<file path="config.mk">
export PLATFORM = sky130hd
export DESIGN_NAME = wpost_combiner
export DESIGN_NICKNAME = d
export VERILOG_FILES = /design/src/rtl/wpc_pkg.sv /design/src/rtl/wpc_classify.sv /design/src/rtl/wpc_store.sv /design/src/rtl/wpc_issue.sv /design/src/rtl/wpc_rdpath.sv /design/src/rtl/wpost_combiner.sv
export SDC_FILE = /design/constraint.sdc
export NUM_CORES = 1
export LEC_CHECK = 0
export CORE_MARGIN = 4
export CORE_UTILIZATION = 45
export DETAILED_ROUTE_END_ITERATION = 10
export DONT_BUFFER_PORTS = 1
export SLEW_MARGIN = 20
export SYNTH_ARGS = -nofsm -noshare
export SYNTH_HDL_FRONTEND = slang
export SYNTH_SLANG_ARGS = --single-unit
</file>
<file path="constraint.sdc">
create_clock -name clk -period 5.19 [get_ports clk]
set_clock_uncertainty 0.1 [all_clocks]
set_input_delay 0.2595 -clock clk [delete_from_list [all_inputs] [get_ports clk]]
set_output_delay 0.2595 -clock clk [all_outputs]
set_load 0.02 [all_outputs]
</file>
<file path="src/rtl/wpc_pkg.sv">
package wpc_pkg;

    // How an incoming write relates to the newest stored entry
    typedef enum logic [1:0] {
        JOIN_NEW   = 2'd0,   // opens a new burst
        JOIN_MERGE = 2'd1,   // folded into the newest entry
        JOIN_NEXT  = 2'd2,   // next word of the same burst
        JOIN_SKIP  = 2'd3    // same burst after one filler beat
    } join_e;

    typedef enum logic [1:0] {
        RD_IDLE = 2'd0,
        RD_ASK  = 2'd1,
        RD_WAIT = 2'd2
    } rd_state_e;

    function automatic join_e pick_join(
        input logic tail_open,
        input logic same_word,
        input logic lanes_clash,
        input logic next_word,
        input logic skip_word
    );
        if (!tail_open)                return JOIN_NEW;
        if (same_word && !lanes_clash) return JOIN_MERGE;
        if (next_word)                 return JOIN_NEXT;
        if (skip_word)                 return JOIN_SKIP;
        return JOIN_NEW;
    endfunction

endpackage

</file>
<file path="src/rtl/wpc_classify.sv">
module wpc_classify
    import wpc_pkg::*;
#(
    parameter int AW = 16,
    parameter int BW = 4
) (
    input  logic          tail_open,
    input  logic [AW-1:0] tail_addr,
    input  logic [BW-1:0] tail_be,
    input  logic [AW-1:0] in_addr,
    input  logic [BW-1:0] in_be,
    output join_e         act
);
    // one extra bit so that a wrap past the top word never counts as ascending
    logic [AW:0] tail_wide;
    logic [AW:0] in_wide;
    logic        same_word;
    logic        lanes_clash;
    logic        next_word;
    logic        skip_word;

    always_comb begin
        tail_wide   = {1'b0, tail_addr};
        in_wide     = {1'b0, in_addr};
        same_word   = (tail_addr == in_addr);
        lanes_clash = |(tail_be & in_be);
        next_word   = (in_wide == tail_wide + (AW+1)'(1));
        skip_word   = (in_wide == tail_wide + (AW+1)'(2));
        act         = pick_join(tail_open, same_word, lanes_clash, next_word, skip_word);
    end

endmodule

</file>
<file path="src/rtl/wpc_store.sv">
module wpc_store #(
    parameter int AW    = 16,
    parameter int DW    = 32,
    parameter int BW    = 4,
    parameter int DEPTH = 8
) (
    input  logic                         clk,
    input  logic                         rst,
    input  logic                         push,
    input  logic                         merge,
    input  logic                         pop,
    input  logic [AW-1:0]                in_addr,
    input  logic [DW-1:0]                in_data,
    input  logic [BW-1:0]                in_be,
    input  logic                         in_start,
    input  logic                         in_gap,
    output logic [$clog2(DEPTH+1)-1:0]   count,
    output logic [AW-1:0]                tail_addr,
    output logic [BW-1:0]                tail_be,
    output logic [AW-1:0]                hd_addr,
    output logic [DW-1:0]                hd_data,
    output logic [BW-1:0]                hd_be,
    output logic                         hd_gap,
    output logic                         nx_start
);
    localparam int PW = $clog2(DEPTH);
    localparam int CW = $clog2(DEPTH+1);
    localparam logic [PW-1:0] LAST_IDX = PW'(DEPTH-1);

    logic [AW-1:0] e_addr  [DEPTH];
    logic [DW-1:0] e_data  [DEPTH];
    logic [BW-1:0] e_be    [DEPTH];
    logic          e_start [DEPTH];
    logic          e_gap   [DEPTH];

    logic [PW-1:0] wp;
    logic [PW-1:0] rp;
    logic [PW-1:0] tp;
    logic [PW-1:0] rp_nx;

    function automatic logic [PW-1:0] step(input logic [PW-1:0] p);
        return (p == LAST_IDX) ? '0 : p + PW'(1);
    endfunction

    always_comb begin
        tp    = (wp == '0) ? LAST_IDX : wp - PW'(1);
        rp_nx = step(rp);
    end

    always_ff @(posedge clk) begin
        if (rst) begin
            wp    <= '0;
            rp    <= '0;
            count <= '0;
        end else begin
            if (push) wp <= step(wp);
            if (pop)  rp <= rp_nx;
            count <= count + CW'(push) - CW'(pop);
        end
    end

    always_ff @(posedge clk) begin
        if (push) begin
            e_addr[wp]  <= in_addr;
            e_data[wp]  <= in_data;
            e_be[wp]    <= in_be;
            e_start[wp] <= in_start;
            e_gap[wp]   <= in_gap;
        end
        if (merge) begin
            for (int g = 0; g < BW; g++) begin
                if (in_be[g]) e_data[tp][g*8 +: 8] <= in_data[g*8 +: 8];
            end
            e_be[tp] <= e_be[tp] | in_be;
        end
    end

    always_comb begin
        tail_addr = e_addr[tp];
        tail_be   = e_be[tp];
        hd_addr   = e_addr[rp];
        hd_data   = e_data[rp];
        hd_be     = e_be[rp];
        hd_gap    = e_gap[rp];
        nx_start  = e_start[rp_nx];
    end

endmodule

</file>
<file path="src/rtl/wpc_issue.sv">
module wpc_issue #(
    parameter int AW = 16,
    parameter int DW = 32,
    parameter int BW = 4
) (
    input  logic          clk,
    input  logic          rst,
    input  logic          have_head,
    input  logic          only_one,
    input  logic [AW-1:0] hd_addr,
    input  logic [DW-1:0] hd_data,
    input  logic [BW-1:0] hd_be,
    input  logic          hd_gap,
    input  logic          nx_start,
    input  logic          dn_ready,
    output logic          dn_valid,
    output logic [AW-1:0] dn_addr,
    output logic [DW-1:0] dn_data,
    output logic [BW-1:0] dn_be,
    output logic          dn_last,
    output logic          pop
);
    logic fill_done;
    logic in_fill;

    always_comb begin
        in_fill  = hd_gap && !fill_done;
        dn_valid = have_head;
        if (in_fill) begin
            dn_addr = hd_addr - AW'(1);
            dn_data = '0;
            dn_be   = '0;
            dn_last = 1'b0;
        end else begin
            dn_addr = hd_addr;
            dn_data = hd_data;
            dn_be   = hd_be;
            dn_last = only_one || nx_start;
        end
        pop = have_head && dn_ready && !in_fill;
    end

    always_ff @(posedge clk) begin
        if (rst)                        fill_done <= 1'b0;
        else if (have_head && dn_ready) fill_done <= in_fill;
    end

endmodule

</file>
<file path="src/rtl/wpc_rdpath.sv">
module wpc_rdpath
    import wpc_pkg::*;
#(
    parameter int DW = 32
) (
    input  logic          clk,
    input  logic          rst,
    input  logic          rd_req,
    input  logic          wr_empty,
    input  logic          dn_rd_ready,
    input  logic          dn_rd_done,
    input  logic [DW-1:0] dn_rd_data,
    output logic          dn_rd_valid,
    output logic          rd_ack,
    output logic [DW-1:0] rd_data
);
    rd_state_e st;

    always_ff @(posedge clk) begin
        if (rst) begin
            st <= RD_IDLE;
        end else begin
            unique case (st)
                RD_IDLE: if (rd_req && wr_empty) st <= RD_ASK;
                RD_ASK:  if (dn_rd_ready)        st <= RD_WAIT;
                RD_WAIT: if (dn_rd_done)         st <= RD_IDLE;
                default:                         st <= RD_IDLE;
            endcase
        end
    end

    always_comb begin
        dn_rd_valid = (st == RD_ASK);
        rd_ack      = (st == RD_WAIT) && dn_rd_done;
        rd_data     = dn_rd_data;
    end

endmodule

</file>
<file path="src/rtl/wpost_combiner.sv">
module wpost_combiner
    import wpc_pkg::*;
#(
    parameter int ADDR_W = 16,
    parameter int DATA_W = 32,
    parameter int DEPTH  = 8
) (
    input  logic                 clk,
    input  logic                 rst,
    input  logic                 up_valid,
    input  logic                 up_write,
    input  logic [ADDR_W-1:0]    up_addr,
    input  logic [DATA_W-1:0]    up_data,
    input  logic [DATA_W/8-1:0]  up_be,
    output logic                 up_ready,
    output logic [DATA_W-1:0]    up_rdata,
    output logic                 dn_valid,
    input  logic                 dn_ready,
    output logic [ADDR_W-1:0]    dn_addr,
    output logic [DATA_W-1:0]    dn_data,
    output logic [DATA_W/8-1:0]  dn_be,
    output logic                 dn_last,
    output logic                 dn_rd_valid,
    input  logic                 dn_rd_ready,
    output logic [ADDR_W-1:0]    dn_rd_addr,
    input  logic                 dn_rd_done,
    input  logic [DATA_W-1:0]    dn_rd_data
);
    localparam int BE_W  = DATA_W / 8;
    localparam int CNT_W = $clog2(DEPTH + 1);

    logic [CNT_W-1:0]  fill_cnt;
    logic [ADDR_W-1:0] tail_addr;
    logic [BE_W-1:0]   tail_be;
    logic [ADDR_W-1:0] hd_addr;
    logic [DATA_W-1:0] hd_data;
    logic [BE_W-1:0]   hd_be;
    logic              hd_gap;
    logic              nx_start;
    logic              full;
    logic              tail_open;
    logic              wr_take;
    logic              push;
    logic              merge;
    logic              pop;
    logic              rd_ack;
    join_e             act;

    always_comb begin
        full      = (fill_cnt == CNT_W'(DEPTH));
        // the head is on offer and frozen, so joining needs a waiting entry behind it
        tail_open = (fill_cnt >= CNT_W'(2));
        up_ready  = up_write ? ((act == JOIN_MERGE) || !full) : rd_ack;
        wr_take   = up_valid && up_write && up_ready;
        merge     = wr_take && (act == JOIN_MERGE);
        push      = wr_take && (act != JOIN_MERGE);
        dn_rd_addr = up_addr;
    end

    wpc_classify #(.AW(ADDR_W), .BW(BE_W)) u_classify (
        .tail_open (tail_open),
        .tail_addr (tail_addr),
        .tail_be   (tail_be),
        .in_addr   (up_addr),
        .in_be     (up_be),
        .act       (act)
    );

    wpc_store #(.AW(ADDR_W), .DW(DATA_W), .BW(BE_W), .DEPTH(DEPTH)) u_store (
        .clk       (clk),
        .rst       (rst),
        .push      (push),
        .merge     (merge),
        .pop       (pop),
        .in_addr   (up_addr),
        .in_data   (up_data),
        .in_be     (up_be),
        .in_start  (act == JOIN_NEW),
        .in_gap    (act == JOIN_SKIP),
        .count     (fill_cnt),
        .tail_addr (tail_addr),
        .tail_be   (tail_be),
        .hd_addr   (hd_addr),
        .hd_data   (hd_data),
        .hd_be     (hd_be),
        .hd_gap    (hd_gap),
        .nx_start  (nx_start)
    );

    wpc_issue #(.AW(ADDR_W), .DW(DATA_W), .BW(BE_W)) u_issue (
        .clk       (clk),
        .rst       (rst),
        .have_head (fill_cnt != '0),
        .only_one  (fill_cnt == CNT_W'(1)),
        .hd_addr   (hd_addr),
        .hd_data   (hd_data),
        .hd_be     (hd_be),
        .hd_gap    (hd_gap),
        .nx_start  (nx_start),
        .dn_ready  (dn_ready),
        .dn_valid  (dn_valid),
        .dn_addr   (dn_addr),
        .dn_data   (dn_data),
        .dn_be     (dn_be),
        .dn_last   (dn_last),
        .pop       (pop)
    );

    wpc_rdpath #(.DW(DATA_W)) u_rdpath (
        .clk         (clk),
        .rst         (rst),
        .rd_req      (up_valid && !up_write),
        .wr_empty    (fill_cnt == '0),
        .dn_rd_ready (dn_rd_ready),
        .dn_rd_done  (dn_rd_done),
        .dn_rd_data  (dn_rd_data),
        .dn_rd_valid (dn_rd_valid),
        .rd_ack      (rd_ack),
        .rd_data     (up_rdata)
    );

endmodule

</file>
==> out/results.ini <==
[logic_synthesis]
yosys_most_used_dff = edfxtp_1
ys.warnings.count = 0
yosysTopAreaCellShare_pct = 61.5
avgSynthCellArea_um2 = 16.2
synthDistinctLibCells = 81
syn-instance-count = 1302
ys_seq_area_share_pct = 63.0
synthesis.nets = 1408
synth-async-reset-ratio_pct = 0
synth_most_common_cell = edfxtp_1
ys_top_cells_by_count = edfxtp_1 (432), mux4_2 (123), mux2i_1 (102), nor2_1 (88), nand2_1 (58)
synth.largest_area_cell = edfxtp_1
synth-edff-count = 432
ys_ff_latch = 448
syn_area_mm2 = 0.0211
synth.top_cells.by_area = edfxtp_1 (61%), mux4_2 (13%), mux2i_1 (4.8%)

[timing]
worst_pin_slew_ns = 0.912
finalCritPeriodShare_pct = 94.8
fmax_ghz = 0.203
worst_slack_ns = 0.269
rsz0062_at_grt = no
slew_headroom_pct = 39.2
setup_viol = 0
hold_ws_ns = 0.0295
finalCriticalPeriod_ns = 4.92
hold_viol_final = 0
final_max_slew_viol_count = 0
fin_tns_setup_ns = 0

[cts]
clk_path_buf_depth = 3
htreeDepth = 2
cts-root-buf = clkbuf_16
clock_sinks = 448
cts_tree = yes
clk_latency_ns = 0.59
cts.clk_slew.worst_paths_ns = 0.06
cts_made_buffers = 47

[worst_setup_path]
rrSetupSlack_ns = 0.27
reg2reg_from = u_store.wp[1]$_SDFFE_PP0P_
arrival_ns = 5.11
worst-r2r-cell-count = 14
worstSetupEndpointType = register
crit_required_ns = 5.38
r2r_end = u_store.e_data[0][3]$_DFFE_PP_
crit_path_start_kind = register
crit_path_max_fanout = 30
path_class = register to register

[worst_hold_path]
whs_path_depth = 3
hold_path_end = u_store.e_be[1][2]$_DFFE_PP_
hp-class = input pin to register
holdCritStartpoint = up_be[2]

[routing]
drc = 0
drt_iter0_drc = 921
ant_nets = 0
wl_mm = 51.4
viasPerCell = 5.87
via_count = 11900
wl_per_cell_um = 25.4
dr.pass1.iters = 5

[grt]
met2_usage_pct = 32.6
gr-usage-met1_pct = 27.9
first_global_vias = 12200
grt_use_met3_pct = 4.48
grt_max_degree = 45
grt_pass1_wl_mm = 77.2
grt_antenna_before_repair = 1
overflow = 0
busiest_layer = met2
track_usage_pct = 20.3

[power]
p_leak_nw = 7.68
ir_drop_uv = 243
power_mw = 9.48
p_per_area_mw_per_mm2 = 395

[floorplan]
chipWidth_um = 225
io-pin-count = 195
die-area_mm2 = 0.0504
start_util_pct = 45.4
fp.dieH_um = 225
coreArea_mm2 = 0.0465
rows = 79

[placement]
gp_congestion = 0.872
place_ws_ns = 0.0159
dp_cells = 1877
hpwl_mm = 34.3
io_buffer_count = 0

[layout]
areaGrowthSynthToFinish_pct = 13.8
fin_cells = 2021
nNetsFinal = 1484
drive_gt1_share_pct = 23.6

[flow_run]
drv_cap = 0

[status]
status = finished clean

-- what timing repair did --
item                                   in CTS  in global routing
endpoints found under the hold margin     408                  0
resized for setup                           0                  2
setup endpoints to repair                   0                116
hold buffers                               56                  0
setup buffers                               0                  3
-- flip-flops by register name, summed over array words and instances (netlist names), named ones only --
register,flops
u_store.e_gap,8
u_store.e_start,8
u_store.e_addr,128
u_store.rp,3
u_store.e_data,256
u_store.e_be,32
u_store.wp,3
u_issue.fill_done,1
u_store.count,4
u_rdpath.st,2
-- placed cells by master (no fill, tap or decap), types with 21 or more instances in the layout --
cell type,n
buf_4,83
nand2_1,58
dlygate4sd3_1,56
mux4_2,123
nor2_1,80
nor2b_1,47
edfxtp_1,432
clkbuf_16,47
mux2i_1,101
o21ai_0,21
-- where the power goes --
part | internal [mW] | switching [mW] | total, mW
sequential | 4.06 | 0.0852 | 4.15
clock | 1.98 | 1.36 | 3.34
combinational | 0.813 | 1.18 | 2.00
-- cells by family after synthesis --
kind of cell | share of synthesized area [%]
compound gates | 3.98
mux | 19.1
flops | 63.0
xor+xnor | 1.49
simple gates | 7.75
buf+inv | 3.76
fa+ha+maj | 0.925
-- worst max-delay path: stages (launching register included) --
cell       delay, ns
dfxtp_1         0.33
inv_1           0.11
ha_4            0.58
buf_12          0.26
mux2i_1         0.11
mux4_2          0.53
xor2_1          0.35
o2111ai_1       0.18
nor4_1          0.41
nand4_2         0.28
nor3_4          0.24
buf_4           0.19
mux2i_1         0.51
nor2b_1         0.20
buf_4           0.21
-- cell type report --
type,instances,area [um^2]
clock inverter,24,305
inverter,21,78.8
clock buffer,59,1260
timing repair buffer,141,1220
multi-input combinational,719,7090
fill,3830,22400
tap,607,759
sequential,448,13300
antenna,2,5.00
-- layer usage --
metal	vias up	part of all wire, %
met3	91	6.6
met5	-	0.025
li1	5294	-
met4	2	3.4
met2	399	48
met1	6070	42
-- through the flow --
step / instance area [um^2] / utilization [%]
2_1_floorplan: 21100 / -
3_3_place_gp: 21900 / 47.1
3_5_place_dp: 21900 / 47.1
4_1_cts: 24000 / 51.6
5_1_grt: 24000 / 51.7
6_report: 24000 / 51.7
-- worst max path at each step --
stage / from / endpoint / slack [ns] / cells after the start
detailed placement: u_store.wp[1]$_SDFFE_PP0P_ / u_store.e_data[7][10]$_DFFE_PP_ / 0.02 / 13
global route: u_store.wp[1]$_SDFFE_PP0P_ / u_store.e_be[6][1]$_DFFE_PP_ / 0.06 / 12
global placement: u_store.wp[1]$_SDFFE_PP0P_ / u_store.e_data[7][1]$_DFFE_PP_ / 0.19 / 13
floorplan: u_store.wp[0]$_SDFFE_PP0P_ / u_store.e_addr[0][0]$_DFFE_PP_ / 0.04 / 15
CTS: u_store.wp[1]$_SDFFE_PP0P_ / u_store.e_data[7][26]$_DFFE_PP_ / 0.01 / 13
finish: u_store.wp[1]$_SDFFE_PP0P_ / u_store.e_data[0][3]$_DFFE_PP_ / 0.27 / 14
Note: power is estimated with default switching activity, not from simulation.
